`config.mk`:
```
export PLATFORM = sky130hd
export DESIGN_NAME = dma_req_gen
export DESIGN_NICKNAME = d
export VERILOG_FILES = /design/src/rtl/dma_req_gen.sv
export SDC_FILE = /design/constraint.sdc
export NUM_CORES = 1
export LEC_CHECK = 0
export BUFFER_PORTS_ARGS = -buffer_cell sky130_fd_sc_hd__buf_2
export CAP_MARGIN = 15
export CELL_PAD_IN_SITES_DETAIL_PLACEMENT = 0
export CELL_PAD_IN_SITES_GLOBAL_PLACEMENT = 1
export CORE_MARGIN = 4
export CORE_UTILIZATION = 30
export DETAILED_ROUTE_END_ITERATION = 8
export PLACE_DENSITY = 0.83
export SYNTH_ARGS = -nofsm -noshare
export SYNTH_HDL_FRONTEND = slang
export SYNTH_SLANG_ARGS = --single-unit
```
`constraint.sdc`:
```
create_clock -name clk -period 1.2 [get_ports clk]
set_input_delay 0.06 -clock clk [delete_from_list [all_inputs] [get_ports clk]]
set_output_delay 0.06 -clock clk [all_outputs]
set_load 0.01 [all_outputs]
```
`src/rtl/dma_req_gen.sv`:
```
module dma_req_gen #(
  parameter int NCH = 4
) (
  input  logic           clk,
  input  logic           rst_n,
  input  logic [NCH-1:0] chan_en,
  input  logic [NCH-1:0] rd_dma_en,
  input  logic [NCH-1:0] wr_dma_en,
  input  logic [NCH-1:0] rx_full,
  input  logic [NCH-1:0] tx_empty,
  input  logic [NCH-1:0] rx_rd_done,
  input  logic [NCH-1:0] tx_ld_done,
  output logic [NCH-1:0] dma_rd_req,
  output logic [NCH-1:0] dma_wr_req
);

  logic [NCH-1:0] rd_hold_q, wr_hold_q;
  logic [NCH-1:0] rd_req_q, wr_req_q;
  logic [NCH-1:0] rd_go, wr_go;

  assign rd_go = chan_en & rd_dma_en & rx_full  & ~rx_rd_done & ~rd_hold_q;
  assign wr_go = chan_en & wr_dma_en & tx_empty & ~tx_ld_done & ~wr_hold_q;

  always_ff @(posedge clk or negedge rst_n) begin
    if (!rst_n) begin
      rd_hold_q <= '0;
      wr_hold_q <= '0;
      rd_req_q  <= '0;
      wr_req_q  <= '0;
    end else begin
      rd_hold_q <= rx_rd_done;
      wr_hold_q <= tx_ld_done;
      rd_req_q  <= rd_go;
      wr_req_q  <= wr_go;
    end
  end

  assign dma_rd_req = rd_req_q;
  assign dma_wr_req = wr_req_q;

endmodule

```
* After elaboration in Yosys (flattened, before gate mapping)
Index checks and enable logic that the tools add are counted.
** Storage, ports and cells
- Register bits :: 16
- Output and inout port bits :: 8
** Operators by class
- Bitwise operators :: 12
** Operators with widths (number)
- bitwise AND 4 bit :: 8
- NOT 4 bit :: 4

* Logic depth before layout (Yosys ltp)
- Depth in word-level cells :: 4
- Mapped depth :: 2
- Gate-level depth less buffers :: 2

* Least setup slack after synthesis
Ideal clock, no wire load.
- Path kind :: register to register
- From :: register wr_hold_q[2]
- To :: register wr_req_q[2], in the netlist dma_wr_req[2]
- Setup time :: 0.072 ns
- Arrival time :: 0.555 ns
- Data required time :: 1.128 ns
- Slack :: 0.574 ns
- Stages on the path, launching flop included :: 3
- Buffers on the path :: 0
- Clock period less this slack :: 0.626 ns
- Cell sequence :: dfrtp_1 nand4b_1 nor2_1
** Between the ends
- Cells in the longest elaborated chain, start to end :: 2
** RTL lines
- from (decl) :: RTL line 17 : logic [NCH-1:0] rd_hold_q, wr_hold_q;
- from (signal assigned) :: RTL line 32 : wr_hold_q <= tx_ld_done;
- NOT 4 bit :: RTL line 22 : assign wr_go = chan_en & wr_dma_en & tx_empty & ~tx_ld_done & ~wr_hold_q;
- bitwise AND 4 bit :: RTL line 22
- net wr_go[2] :: RTL line 19 : logic [NCH-1:0] rd_go, wr_go;
- to (signal assigned) :: RTL line 34 : wr_req_q <= wr_go;
- to (decl) :: RTL line 18 : logic [NCH-1:0] rd_req_q, wr_req_q;
The timed path passes the listed nets, and every way through them passes these cells.

* Worst setup path in the final report
- From :: register rd_req_q[3], in the netlist dma_rd_req[3]
- To :: output dma_rd_req[3]
** RTL lines
- from (decl) :: RTL line 18
- from (signal assigned) :: RTL line 33 : rd_req_q <= rd_go;
- to (decl) :: RTL line 13 : output logic [NCH-1:0] dma_rd_req,
No word-level cell between the ends.

==> impl_metrics.csv <==
group,metric,value,unit
run_status,outcome,"complete, no violations",
critical_path,worstSetupPathType,"reg -> out",
clocking,clkSinkCount,16,
critical_path,max_stage_delay,0.37,ns
layout,fin_area,836,sq um
global_routing,grt_max_degree,17,
clocking,worstSkewPairLatency,0.28,ns
die,die_w,49.6,um
timing,clock_skew,0.00286,ns
layout,area_delta_synth_final,61.4,%
routing,wire_per_inst,11.7,um
critical_path,cp_data_required_time,1.14,ns
timing,tightest_slew,0.349,ns
synth,yosys_warnings,0,
layout,drive_gt1_share,58.0,%
synth,yosysSeqAreaShare,77.3,%
synth,synth_area_leaders,"dfrtp_1 (77%), nor3_2 (14%), nand3_1 (6.8%), nand4b_1 (1.7%), nor2_1 (0.72%)",
timing,maxSlewViolCount,0,
clocking,cts_max_path_buffers,2,
critical_path,rrSetupSlack,0.52,ns
die,fp.dieH,49.6,um
die,core,1580,sq um
synth,yosysTopAreaCell,"dfrtp_1",
timing,timing.final.crit_period,0.846,ns
timing,final.setup.tns,0,ns
clocking,ctsResizeCount,0,
pwr,vdd_drop_max,0.000757,V
synth,ys_ff_latch,16,
critical_path,startpoint_type,"flop",
synth,yosysTopAreaCellShare,77.3,%
critical_path,cp_top_family,"flip-flops",
timing,max_freq,1180,MHz
routing,firstDrtPassIters,1,
worst_hold_path,hold_path_end,"dma_rd_req[2]",
clocking,cts_buffers,3,
critical_path,crit_path_end_kind,"primary output",
critical_path,r2r-start,"wr_hold_q[2]",
die,initial_core_util,32.9,%
timing,hold_viol,0,
global_routing,grt-ovfl-total,0,
routing,drc,0,
timing,slew_headroom,76.7,%
global_routing,grt_pass1_wl,2.06,mm
layout,diodes,0,
routing,routed_wl,1.14,mm
global_routing,antenna_found_initial,0,
clocking,hold_buffers,9,
layout,nets,113,
placement,placed_cell_area,723,sq um
clocking,tritoncts,"done",
placement,gp_congestion,0.607,
critical_path,path_max_fanout,1,
job,drv_cap,0,
placement,io_buffers,37,
layout,final_cell_mix,"buf_2 (37), dfrtp_1 (16), dlygate4sd3_1 (9)",
layout,fill_cells,144,
die,rows,14,
global_routing,grt_pass1_vias,508,
critical_path,arrival,0.79,ns
pwr,design_power_total,938,uW
timing,rsz0062_at_grt,"no",
layout,final_common_cell,"buf_2",
worst_hold_path,min-delay-start,"rd_dma_en[2]",
clocking,post_cts.repair.setup_buffers,0,
critical_path,cp_slowest_cell,"dfrtp_1",
clocking,clkTransAtPathRegs,0.09,ns
timing,fin_crit_sh,70.5,%
synth,synth_area,518,sq um
critical_path,worst_r2r_endpoint,"dma_wr_req[2]",
global_routing,grt_usage,11.0,%
routing,initialDrtViolationCount,0,
synth,avgSynthCellArea,16.2,sq um
routing,vias,439,
die,dieArea,2460,sq um
critical_path,critPathBufInv,1,
layout,multi_input_area,118,sq um
synth,netlist_instances,32,
layout,seqCellArea,400,sq um
routing,vias_per_cell,4.53,
critical_path,ff2ff_path_depth,2,
die,pin_count,38,
routing,antenna_left,0,
pwr,leakage,0.000439,uW
critical_path,critical_path.cell_chain,"buf_2",
pwr,powerDensity,1120,nW/um^2
clocking,htree_levels,1,
synth,syn_nets,62,
timing,setup-violations-final,0,
synth,yosysUniqueCellTypes,5,
worst_hold_path,hold_path_depth,3,
clocking,cts-root-buf,"clkbuf_4",
worst_hold_path,holdCritPathClass,"in -> reg",
## registers in the layout (all words and copies together), names as in the netlist
name	cells
dma_rd_req	4
dma_wr_req	4
rd_hold_q	4
wr_hold_q	4
## Yosys cell counts
cell,count
dfrtp_1,16
nand4b_1,1
nor2_1,1
nand3_1,7
nor3_2,7
## metrics by stage
stage | hold slack, ns | instances | setup slack, ns | utilization (%)
finish | 0.0169 | 97 | 0.354 | 53.0
global route | 0.0195 | 97 | 0.317 | 53.0
CTS | 0.00596 | 97 | 0.339 | 53.0
detailed placement | -0.00379 | 85 | 0.535 | 45.9
global placement | -0.00927 | 85 | 0.567 | 45.9
floorplan | -0.236 | 32 | 0.574 | -
## logic make-up (layout without fill, tap and decap cells)
logic type	after synthesis	after routing	synth area share, %
flops	16	16	77.3
simple gates	16	16	22.7
buf+inv	0	49	0
## worst max-delay path by stage
| stage | slack (ns) | start | cells after the start | to |
|---|---|---|---|---|
| 2_1_floorplan | 0.57 | wr_hold_q[2] | 2 | dma_wr_req[2] |
| 3_3_place_gp | 0.57 | wr_hold_q[2] | 2 | dma_wr_req[2] |
| 3_5_place_dp | 0.53 | wr_hold_q[2] | 2 | dma_wr_req[2] |
| 4_1_cts | 0.34 | dma_rd_req[3] | 1 | dma_rd_req[3] |
| 5_1_grt | 0.32 | dma_rd_req[2] | 1 | dma_rd_req[2] |
| 6_report | 0.35 | dma_rd_req[3] | 1 | dma_rd_req[3] |
## final cells by class
type                            instances  share of cell area (%)
Clock buffer                            3                    2.69
Tap cell                               16                    2.40
Timing Repair Buffer                   46                    32.9
Multi-Input combinational cell         16                    14.1
Sequential cell                        16                    47.9
## report_power, final
| part | internal, uW | switching (uW) |
|---|---|---|
| Clock | 116 | 157 |
| Combinational | 61.1 | 41.2 |
| Sequential | 556 | 6.52 |
| Total | 734 | 205 |
## layer usage
layer	vias to the layer above	track usage (%)	wire, um
met2	26	19.2	589
met5	-	0	0
li1	213	-	-
met3	2	1.81	103
met1	198	11.8	436
met4	0	8.29	8
## tightest hold or removal path, cell delays in order
cell and delay, ns:
buf_2 0.09, nand3_1 0.07, nor3_2 0.04
No activity file was read; power rests on OpenSTA's default activity.
